$ cat src/rtl/cpic_pkg.sv
package cpic_pkg;

    localparam logic [31:0] OFF_GLB       = 32'h0000_0010;
    localparam logic [31:0] OFF_STAT_ICLR = 32'h0000_0024;
    localparam logic [31:0] OFF_EN_ISET   = 32'h0000_0028;
    localparam logic [31:0] OFF_EN_ICLR   = 32'h0000_002C;
    localparam logic [31:0] OFF_HEN_ISET  = 32'h0000_0034;
    localparam logic [31:0] OFF_HEN_ICLR  = 32'h0000_0038;
    localparam logic [31:0] OFF_PRIO      = 32'h0000_0080;
    localparam logic [31:0] OFF_STAT_BULK = 32'h0000_0280;
    localparam logic [31:0] OFF_EN_BULK   = 32'h0000_0380;
    localparam logic [31:0] OFF_CHMAP     = 32'h0000_0400;
    localparam logic [31:0] OFF_POL       = 32'h0000_0D00;
    localparam logic [31:0] OFF_TYPE      = 32'h0000_0D80;
    localparam logic [31:0] OFF_HEN       = 32'h0000_1500;

    localparam int FAST_CHANNELS = 2;
    localparam int HOST_LINES    = 2;

    typedef enum logic [3:0] {
        SEL_NONE,
        SEL_GLB,
        SEL_STAT_ICLR,
        SEL_EN_ISET,
        SEL_EN_ICLR,
        SEL_HEN_ISET,
        SEL_HEN_ICLR,
        SEL_PRIO,
        SEL_STAT_BULK,
        SEL_EN_BULK,
        SEL_CHMAP,
        SEL_POL,
        SEL_TYPE,
        SEL_HEN
    } reg_sel_e;

endpackage

$ cat src/rtl/cpic_srcs.sv
module cpic_srcs #(
    parameter int NUM_SRC = 64
) (
    input  logic               clk,
    input  logic               rst_n,
    input  logic [NUM_SRC-1:0] src_i,
    input  logic [NUM_SRC-1:0] pol_i,
    input  logic [NUM_SRC-1:0] typ_i,
    input  logic [NUM_SRC-1:0] clr_i,
    output logic [NUM_SRC-1:0] status_o
);

    logic [NUM_SRC-1:0] cond;
    logic [NUM_SRC-1:0] cond_q;
    logic [NUM_SRC-1:0] status_q;
    logic [NUM_SRC-1:0] status_d;
    logic               past_ok;

    // polarity 1 keeps the input, polarity 0 inverts it
    assign cond = ~(src_i ^ pol_i);

    always_comb begin
        for (int s = 0; s < NUM_SRC; s++) begin
            if (typ_i[s]) begin
                status_d[s] = (status_q[s] & ~clr_i[s]) | (cond[s] & ~cond_q[s]);
            end else begin
                status_d[s] = cond[s];
            end
        end
    end

    always_ff @(posedge clk or negedge rst_n) begin
        if (!rst_n) begin
            cond_q   <= '0;
            status_q <= '0;
            past_ok  <= 1'b0;
        end else begin
            cond_q   <= cond;
            status_q <= status_d;
            past_ok  <= 1'b1;
        end
    end

    assign status_o = status_q;

    // a latched edge bit stays set unless cleared
    assert_edge_sticky_R4: assert property (@(posedge clk) disable iff (!rst_n)
        past_ok |-> ((status_q & $past(status_q & typ_i & ~clr_i)) == $past(status_q & typ_i & ~clr_i)));

    // level bits mirror the conditioned input of the previous cycle
    assert_level_track_R5: assert property (@(posedge clk) disable iff (!rst_n)
        past_ok |-> ((status_q & ~$past(typ_i)) == ($past(cond) & ~$past(typ_i))));

endmodule

$ cat src/rtl/cpic_arb.sv
module cpic_arb #(
    parameter int NUM_SRC  = 64,
    parameter int NUM_CHAN = 32,
    localparam int SRC_W   = $clog2(NUM_SRC),
    localparam int CH_W    = $clog2(NUM_CHAN)
) (
    input  logic                          clk,
    input  logic                          rst_n,
    input  logic [NUM_SRC-1:0]            pending_i,
    input  logic [NUM_SRC-1:0][CH_W-1:0]  chan_i,
    output logic [SRC_W-1:0]              win_idx_o,
    output logic                          win_none_o,
    output logic                          fast_any_o,
    output logic                          norm_any_o
);

    logic [CH_W-1:0]  best_ch;
    logic [SRC_W-1:0] best_idx;
    logic             found;

    // strict less-than keeps the lowest source number on a channel tie
    always_comb begin
        best_ch  = '1;
        best_idx = '0;
        found    = 1'b0;
        for (int s = 0; s < NUM_SRC; s++) begin
            if (pending_i[s] && (!found || (chan_i[s] < best_ch))) begin
                found    = 1'b1;
                best_ch  = chan_i[s];
                best_idx = SRC_W'(s);
            end
        end
    end

    always_comb begin
        fast_any_o = 1'b0;
        norm_any_o = 1'b0;
        for (int s = 0; s < NUM_SRC; s++) begin
            if (pending_i[s]) begin
                if (chan_i[s][CH_W-1:1] == '0) begin
                    fast_any_o = 1'b1;
                end else begin
                    norm_any_o = 1'b1;
                end
            end
        end
    end

    assign win_idx_o  = best_idx;
    assign win_none_o = ~found;

    // a reported winner is always pending
    assert_winner_live_R8: assert property (@(posedge clk) disable iff (!rst_n)
        !win_none_o |-> pending_i[win_idx_o]);

    // the empty flag means no source is pending
    assert_none_empty_R9: assert property (@(posedge clk) disable iff (!rst_n)
        win_none_o |-> (pending_i == '0));

    // a pending fast-channel source outranks every normal one
    assert_fast_outranks_R10: assert property (@(posedge clk) disable iff (!rst_n)
        fast_any_o |-> (chan_i[win_idx_o][CH_W-1:1] == '0));

endmodule

$ cat src/rtl/cpic_regs.sv
module cpic_regs
    import cpic_pkg::*;
#(
    parameter int NUM_SRC  = 64,
    parameter int NUM_CHAN = 32,
    parameter int ADDR_W   = 13,
    localparam int SRC_W   = $clog2(NUM_SRC),
    localparam int CH_W    = $clog2(NUM_CHAN),
    localparam int NWORD   = (NUM_SRC + 31) / 32,
    localparam int NMAP    = (NUM_SRC + 3) / 4
) (
    input  logic                          clk,
    input  logic                          rst_n,
    input  logic [ADDR_W-1:0]             bus_addr,
    input  logic [31:0]                   bus_wdata,
    input  logic                          bus_wr,
    input  logic                          bus_rd,
    output logic [31:0]                   bus_rdata,
    input  logic [NUM_SRC-1:0]            status_i,
    input  logic [SRC_W-1:0]              win_idx_i,
    input  logic                          win_none_i,
    output logic                          glb_en_o,
    output logic [HOST_LINES-1:0]         host_en_o,
    output logic [NUM_SRC-1:0]            sys_en_o,
    output logic [NUM_SRC-1:0]            pol_o,
    output logic [NUM_SRC-1:0]            typ_o,
    output logic [NUM_SRC-1:0][CH_W-1:0]  chan_o,
    output logic [NUM_SRC-1:0]            stat_clr_o
);

    reg_sel_e                      sel;
    int                            widx;
    logic [31:0]                   word_addr;
    logic [31:0]                   rd_next;
    logic                          glb_q;
    logic [HOST_LINES-1:0]         hen_q;
    logic [NUM_SRC-1:0]            en_q;
    logic [NUM_SRC-1:0]            pol_q;
    logic [NUM_SRC-1:0]            typ_q;
    logic [NUM_SRC-1:0][CH_W-1:0]  chan_q;

    assign word_addr = {{(32-ADDR_W){1'b0}}, bus_addr[ADDR_W-1:2], 2'b00};

    always_comb begin
        sel  = SEL_NONE;
        widx = 0;
        if (word_addr == OFF_GLB) begin
            sel = SEL_GLB;
        end else if (word_addr == OFF_STAT_ICLR) begin
            sel = SEL_STAT_ICLR;
        end else if (word_addr == OFF_EN_ISET) begin
            sel = SEL_EN_ISET;
        end else if (word_addr == OFF_EN_ICLR) begin
            sel = SEL_EN_ICLR;
        end else if (word_addr == OFF_HEN_ISET) begin
            sel = SEL_HEN_ISET;
        end else if (word_addr == OFF_HEN_ICLR) begin
            sel = SEL_HEN_ICLR;
        end else if (word_addr == OFF_PRIO) begin
            sel = SEL_PRIO;
        end else if (word_addr == OFF_HEN) begin
            sel = SEL_HEN;
        end else if (word_addr >= OFF_STAT_BULK && word_addr < OFF_STAT_BULK + 32'(4 * NWORD)) begin
            sel  = SEL_STAT_BULK;
            widx = int'((word_addr - OFF_STAT_BULK) >> 2);
        end else if (word_addr >= OFF_EN_BULK && word_addr < OFF_EN_BULK + 32'(4 * NWORD)) begin
            sel  = SEL_EN_BULK;
            widx = int'((word_addr - OFF_EN_BULK) >> 2);
        end else if (word_addr >= OFF_CHMAP && word_addr < OFF_CHMAP + 32'(4 * NMAP)) begin
            sel  = SEL_CHMAP;
            widx = int'((word_addr - OFF_CHMAP) >> 2);
        end else if (word_addr >= OFF_POL && word_addr < OFF_POL + 32'(4 * NWORD)) begin
            sel  = SEL_POL;
            widx = int'((word_addr - OFF_POL) >> 2);
        end else if (word_addr >= OFF_TYPE && word_addr < OFF_TYPE + 32'(4 * NWORD)) begin
            sel  = SEL_TYPE;
            widx = int'((word_addr - OFF_TYPE) >> 2);
        end
    end

    // status clears: indexed word or write-one-to-clear bulk word
    always_comb begin
        for (int s = 0; s < NUM_SRC; s++) begin
            stat_clr_o[s] = bus_wr &&
                (((sel == SEL_STAT_ICLR) && (bus_wdata == 32'(s))) ||
                 ((sel == SEL_STAT_BULK) && (widx == s / 32) && bus_wdata[s % 32]));
        end
    end

    always_ff @(posedge clk or negedge rst_n) begin
        if (!rst_n) begin
            glb_q  <= 1'b0;
            hen_q  <= '0;
            en_q   <= '0;
            pol_q  <= '0;
            typ_q  <= '0;
            chan_q <= '0;
        end else if (bus_wr) begin
            unique case (sel)
                SEL_GLB:  glb_q <= bus_wdata[0];
                SEL_HEN:  hen_q <= bus_wdata[HOST_LINES-1:0];
                SEL_HEN_ISET: begin
                    for (int h = 0; h < HOST_LINES; h++) begin
                        if (bus_wdata == 32'(h)) hen_q[h] <= 1'b1;
                    end
                end
                SEL_HEN_ICLR: begin
                    for (int h = 0; h < HOST_LINES; h++) begin
                        if (bus_wdata == 32'(h)) hen_q[h] <= 1'b0;
                    end
                end
                SEL_EN_ISET: begin
                    for (int s = 0; s < NUM_SRC; s++) begin
                        if (bus_wdata == 32'(s)) en_q[s] <= 1'b1;
                    end
                end
                SEL_EN_ICLR: begin
                    for (int s = 0; s < NUM_SRC; s++) begin
                        if (bus_wdata == 32'(s)) en_q[s] <= 1'b0;
                    end
                end
                SEL_EN_BULK: begin
                    for (int s = 0; s < NUM_SRC; s++) begin
                        if ((widx == s / 32) && bus_wdata[s % 32]) en_q[s] <= 1'b0;
                    end
                end
                SEL_POL: begin
                    for (int s = 0; s < NUM_SRC; s++) begin
                        if (widx == s / 32) pol_q[s] <= bus_wdata[s % 32];
                    end
                end
                SEL_TYPE: begin
                    for (int s = 0; s < NUM_SRC; s++) begin
                        if (widx == s / 32) typ_q[s] <= bus_wdata[s % 32];
                    end
                end
                SEL_CHMAP: begin
                    for (int s = 0; s < NUM_SRC; s++) begin
                        if (widx == s / 4) chan_q[s] <= bus_wdata[(s % 4) * 8 +: CH_W];
                    end
                end
                default: ;
            endcase
        end
    end

    always_comb begin
        rd_next = '0;
        unique case (sel)
            SEL_GLB:  rd_next[0] = glb_q;
            SEL_HEN:  rd_next[HOST_LINES-1:0] = hen_q;
            SEL_PRIO: begin
                rd_next[31] = win_none_i;
                if (!win_none_i) rd_next[SRC_W-1:0] = win_idx_i;
            end
            SEL_STAT_BULK: begin
                for (int s = 0; s < NUM_SRC; s++) begin
                    if (widx == s / 32) rd_next[s % 32] = status_i[s];
                end
            end
            SEL_EN_BULK: begin
                for (int s = 0; s < NUM_SRC; s++) begin
                    if (widx == s / 32) rd_next[s % 32] = en_q[s];
                end
            end
            SEL_POL: begin
                for (int s = 0; s < NUM_SRC; s++) begin
                    if (widx == s / 32) rd_next[s % 32] = pol_q[s];
                end
            end
            SEL_TYPE: begin
                for (int s = 0; s < NUM_SRC; s++) begin
                    if (widx == s / 32) rd_next[s % 32] = typ_q[s];
                end
            end
            SEL_CHMAP: begin
                for (int s = 0; s < NUM_SRC; s++) begin
                    if (widx == s / 4) rd_next[(s % 4) * 8 +: CH_W] = chan_q[s];
                end
            end
            default: rd_next = '0;
        endcase
    end

    always_ff @(posedge clk or negedge rst_n) begin
        if (!rst_n) begin
            bus_rdata <= '0;
        end else if (bus_rd) begin
            bus_rdata <= rd_next;
        end
    end

    assign glb_en_o  = glb_q;
    assign host_en_o = hen_q;
    assign sys_en_o  = en_q;
    assign pol_o     = pol_q;
    assign typ_o     = typ_q;
    assign chan_o    = chan_q;

    // an in-range indexed set turns that enable on
    assert_index_set_R2: assert property (@(posedge clk) disable iff (!rst_n)
        (bus_wr && (sel == SEL_EN_ISET) && (bus_wdata < 32'(NUM_SRC)))
        |=> en_q[$past(bus_wdata[SRC_W-1:0])]);

endmodule

$ cat src/rtl/cpic_intc.sv
module cpic_intc
    import cpic_pkg::*;
#(
    parameter int NUM_SRC  = 64,
    parameter int NUM_CHAN = 32,
    parameter int ADDR_W   = 13,
    localparam int SRC_W   = $clog2(NUM_SRC),
    localparam int CH_W    = $clog2(NUM_CHAN)
) (
    input  logic               clk,
    input  logic               rst_n,
    input  logic [ADDR_W-1:0]  bus_addr,
    input  logic [31:0]        bus_wdata,
    input  logic               bus_wr,
    input  logic               bus_rd,
    output logic [31:0]        bus_rdata,
    input  logic [NUM_SRC-1:0] src_i,
    output logic               fiq_o,
    output logic               irq_o
);

    logic                          glb_en;
    logic [HOST_LINES-1:0]         host_en;
    logic [NUM_SRC-1:0]            sys_en;
    logic [NUM_SRC-1:0]            pol;
    logic [NUM_SRC-1:0]            typ;
    logic [NUM_SRC-1:0][CH_W-1:0]  chan;
    logic [NUM_SRC-1:0]            stat_clr;
    logic [NUM_SRC-1:0]            status;
    logic [NUM_SRC-1:0]            pending;
    logic [SRC_W-1:0]              win_idx;
    logic                          win_none;
    logic                          fast_any;
    logic                          norm_any;

    cpic_regs #(
        .NUM_SRC  (NUM_SRC),
        .NUM_CHAN (NUM_CHAN),
        .ADDR_W   (ADDR_W)
    ) u_regs (
        .clk        (clk),
        .rst_n      (rst_n),
        .bus_addr   (bus_addr),
        .bus_wdata  (bus_wdata),
        .bus_wr     (bus_wr),
        .bus_rd     (bus_rd),
        .bus_rdata  (bus_rdata),
        .status_i   (status),
        .win_idx_i  (win_idx),
        .win_none_i (win_none),
        .glb_en_o   (glb_en),
        .host_en_o  (host_en),
        .sys_en_o   (sys_en),
        .pol_o      (pol),
        .typ_o      (typ),
        .chan_o     (chan),
        .stat_clr_o (stat_clr)
    );

    cpic_srcs #(
        .NUM_SRC (NUM_SRC)
    ) u_srcs (
        .clk      (clk),
        .rst_n    (rst_n),
        .src_i    (src_i),
        .pol_i    (pol),
        .typ_i    (typ),
        .clr_i    (stat_clr),
        .status_o (status)
    );

    assign pending = status & sys_en;

    cpic_arb #(
        .NUM_SRC  (NUM_SRC),
        .NUM_CHAN (NUM_CHAN)
    ) u_arb (
        .clk        (clk),
        .rst_n      (rst_n),
        .pending_i  (pending),
        .chan_i     (chan),
        .win_idx_o  (win_idx),
        .win_none_o (win_none),
        .fast_any_o (fast_any),
        .norm_any_o (norm_any)
    );

    assign fiq_o = glb_en & host_en[0] & fast_any;
    assign irq_o = glb_en & host_en[1] & norm_any;

    // a raised host line always has a source behind it
    assert_line_backed_R10: assert property (@(posedge clk) disable iff (!rst_n)
        (fiq_o || irq_o) |-> !win_none);

endmodule

$ cat config.mk
export PLATFORM = sky130hd
export DESIGN_NAME = cpic_intc
export DESIGN_NICKNAME = d
export VERILOG_FILES = /design/src/rtl/cpic_pkg.sv /design/src/rtl/cpic_srcs.sv /design/src/rtl/cpic_arb.sv /design/src/rtl/cpic_regs.sv /design/src/rtl/cpic_intc.sv
export SDC_FILE = /design/constraint.sdc
export NUM_CORES = 2
export LEC_CHECK = 0
export ABC_CLOCK_PERIOD_IN_PS = 131000
export BUFFER_PORTS_ARGS = -buffer_cell sky130_fd_sc_hd__buf_2
export CAP_MARGIN = 20
export CELL_PAD_IN_SITES_DETAIL_PLACEMENT = 0
export CELL_PAD_IN_SITES_GLOBAL_PLACEMENT = 1
export CORE_MARGIN = 8
export CORE_UTILIZATION = 50
export DETAILED_ROUTE_END_ITERATION = 10
export PLACE_DENSITY_LB_ADDON = 0.1
export SLEW_MARGIN = 5
export SYNTH_ARGS = -nofsm -noshare
export SYNTH_HDL_FRONTEND = slang
export SYNTH_SLANG_ARGS = --single-unit
$ cat constraint.sdc
create_clock -name clk -period 131 [get_ports clk]
set_input_delay 13.1 -clock clk [delete_from_list [all_inputs] [get_ports clk]]
set_output_delay 13.1 -clock clk [all_outputs]
set_load 0.03 [all_outputs]
==> impl_metrics.env <==
export IMPL_clkTransAtPathRegs_ns=0.06
export IMPL_fin_nets=6080
export IMPL_postCtsHoldBufs=0
export IMPL_tns_ns=0
export IMPL_die_h_um=340.1
export IMPL_fmax_mhz=8.839
export IMPL_hold_viol=0
export IMPL_yosysMostFrequentCell="dfrtp_1"
export IMPL_syn_area_per_cell_um2=8.999
export IMPL_cp_start_kind="flip-flop"
export IMPL_cts_inserted_buffers=83
export IMPL_yosys_area_top_type="dfrtp_1"
export IMPL_synth_seq_cells=675
export IMPL_dieArea_um2=115700
export IMPL_ys_types=195
export IMPL_die_x_um=340.1
export IMPL_cts_buffer_depth=3
export IMPL_grt_overflow=0
export IMPL_netlist_instances=5836
export IMPL_fp_row_count=119
export IMPL_synth_edf_count=0
export IMPL_cts_sinks=675
export IMPL_grt_pass1_vias=48100
export IMPL_clock_root_buffer="clkbuf_16"
export IMPL_tightest_slew_ns=1.371
export IMPL_cts_repair_resized=0
export IMPL_grt_pass1_wl_um=355800
export IMPL_cts_tree="done"
export IMPL_vias=51920
export IMPL_synth_area_leaders="dfrtp_1 32%, mux2_2 8.8%, nand2_1 4.5%"
export IMPL_period_share=0.8636
export IMPL_routed_wl_um=252200
export IMPL_area_growth_pct=8.774
export IMPL_finalCriticalPeriod_ns=113.14
export IMPL_wl_per_cell_um=34.60
export IMPL_clock_skew_ns=0.05034
export IMPL_drv_slew=0
export IMPL_relSlewSlack=0.07784
export IMPL_dpl_hpwl_um=182800
export IMPL_crit_arrival_ns=113.67
export IMPL_rsz0062_at_grt="false"
export IMPL_cp_slowest_cell="a21oi_1"
export IMPL_cap_violations=0
export IMPL_drive_gt1_frac=0.2241
export IMPL_async_flop_share=1.000
export IMPL_synth_top_area_frac=0.3216
export IMPL_cp_startpoint="u_srcs.status_o[0]$_DFF_PN0_"
export IMPL_htreeDepth=3
export IMPL_cts_setup_buffers=0
export IMPL_core_um2=104700
export IMPL_crit_top_cell="ha_1"
export IMPL_fill_cells=9790
export IMPL_hold_path_class="reg2reg"
export IMPL_synth_area_um2=52520
export IMPL_drc=0
export IMPL_gp_congestion=1.086
export IMPL_critical_path_class="reg2reg"
export IMPL_synthFlopType="dfrtp_1"
export IMPL_synth_common_cells="675 x dfrtp_1, 625 x nand2_1, 412 x mux2_2"
export IMPL_r2r_setup_slack_ns=17.86
export IMPL_crit_path_max_incr_delay_ns=0.75
export IMPL_port_buffers=144
export IMPL_syn_num_nets=6094
export IMPL_start_util=0.5018
export IMPL_grt_usage=0.4164
export IMPL_drt_pass1_iterations=9
export IMPL_ant_nets=0
export IMPL_cp_end_kind="flip-flop"
export IMPL_io_pins=147
export IMPL_viasPerCell=7.121
export IMPL_crit_fanout=18
export IMPL_clock_latency_ns=0.71
export IMPL_hp_start="u_regs.bus_rdata[7]$_DFFE_PN0P_"
export IMPL_drt_iter0_drc=7755
export IMPL_antenna_found_initial=17
export IMPL_cp_required_ns=131.53
export IMPL_setup_violations=0
export IMPL_ys_warn_count=0
export IMPL_r2r_start="u_srcs.status_o[0]$_DFF_PN0_"
export IMPL_yosysSeqAreaShare=0.3216
export IMPL_grt_max_degree=156
export IMPL_status="finished clean"
[cells in the final DEF (no fill, tap or decap), types with 97 or more instances in the layout]
| cell | instances |
|---|---|
| nand2_1 | 624 |
| ha_1 | 145 |
| mux2i_1 | 97 |
| nor3_1 | 102 |
| nand3_1 | 170 |
| o31ai_1 | 121 |
| buf_4 | 112 |
| inv_1 | 215 |
| a22oi_1 | 196 |
| o21ai_0 | 307 |
| a21oi_1 | 383 |
| dfrtp_1 | 675 |
| buf_2 | 149 |
| mux2_2 | 412 |
| nor2_1 | 334 |
[kinds of logic (layout without fill, tap and decap cells)]
| group | Yosys count | in the layout | share of synthesized area |
|---|---|---|---|
| other | 0 | 13 | 0 |
| adder cells (fa/ha/maj) | 172 | 172 | 0.03986 |
| AO/OA/AOI/OAI | 1963 | 1963 | 0.2804 |
| flip-flops | 675 | 675 | 0.3216 |
| AND/OR/NAND/NOR | 1795 | 1795 | 0.1708 |
| multiplexers | 544 | 544 | 0.1163 |
| XOR/XNOR | 100 | 100 | 0.01668 |
| buffers and inverters | 587 | 638 | 0.05439 |
[worst max-delay path: cells and delay by family (launching register included)]
| kind | cells | cell delay (ns) |
|---|---|---|
| mux | 33 | 8.66 |
| compound gates | 222 | 55.79 |
| simple gates | 143 | 25.85 |
| buf+inv | 24 | 2.16 |
| flops | 1 | 0.36 |
| fa+ha+maj | 66 | 20.11 |
[state kept, by name, indices dropped and copies added, names as in the netlist, 2 cells and up]
register          count
u_regs.bus_rdata     32
u_regs.typ_o         64
u_srcs.cond_q        64
u_srcs.status_o      64
u_regs.sys_en_o      64
u_regs.host_en_o      2
u_regs.pol_o         64
u_regs.chan_o       320
[final cells by class]
class	instances	area [µm²]	area share
flip-flops and latches	675	16890	0.2957
repair buffers	270	1699	0.02974
diodes	13	32.53	0.0005695
clock buffers	115	2347	0.04109
well taps	1391	1740	0.03047
inverters	218	818.3	0.01432
clock inverters	35	615.6	0.01078
multi-input cells	4574	32980	0.5774
[final timing paths]
path	cells after the start	to
max	488	u_regs.bus_rdata[0]$_DFFE_PN0P_
min	1	u_regs.bus_rdata[7]$_DFFE_PN0P_
max reg2reg	488	u_regs.bus_rdata[0]$_DFFE_PN0P_
min reg2reg	1	u_regs.bus_rdata[7]$_DFFE_PN0P_
max in group asynchronous	5	u_regs.pol_o[14]$_DFFE_PN0P_
min in group asynchronous	1	u_regs.chan_o[196]$_DFFE_PN0P_
[metal layers]
metal | track usage | vias up | wire length [µm]
met5 | 0 | - | 27
met4 | 0.2784 | 4 | 20390
met3 | 0.1417 | 868 | 31880
met2 | 0.5961 | 3414 | 104000
met1 | 0.5297 | 25500 | 95940
li1 | - | 22140 | -
[per-stage QoR]
stage / std cells / utilization / instance area [µm²] / setup slack (ns) / hold WS, ns
2_1_floorplan: 5836 / - / 52520 / 36.63 / 0.4814
3_3_place_gp: 7115 / 0.5162 / 54030 / 20.93 / 0.4701
3_5_place_dp: 7119 / 0.5164 / 54050 / 20.42 / 0.4677
4_1_cts: 7269 / 0.5447 / 57010 / 19.99 / 0.4871
5_1_grt: 7279 / 0.5455 / 57100 / 9.987 / 0.5037
6_report: 7291 / 0.5458 / 57130 / 17.86 / 0.4898
Power is not shown: default switching activity piles up to over one toggle a cycle in this logic, so the estimate is an artifact.
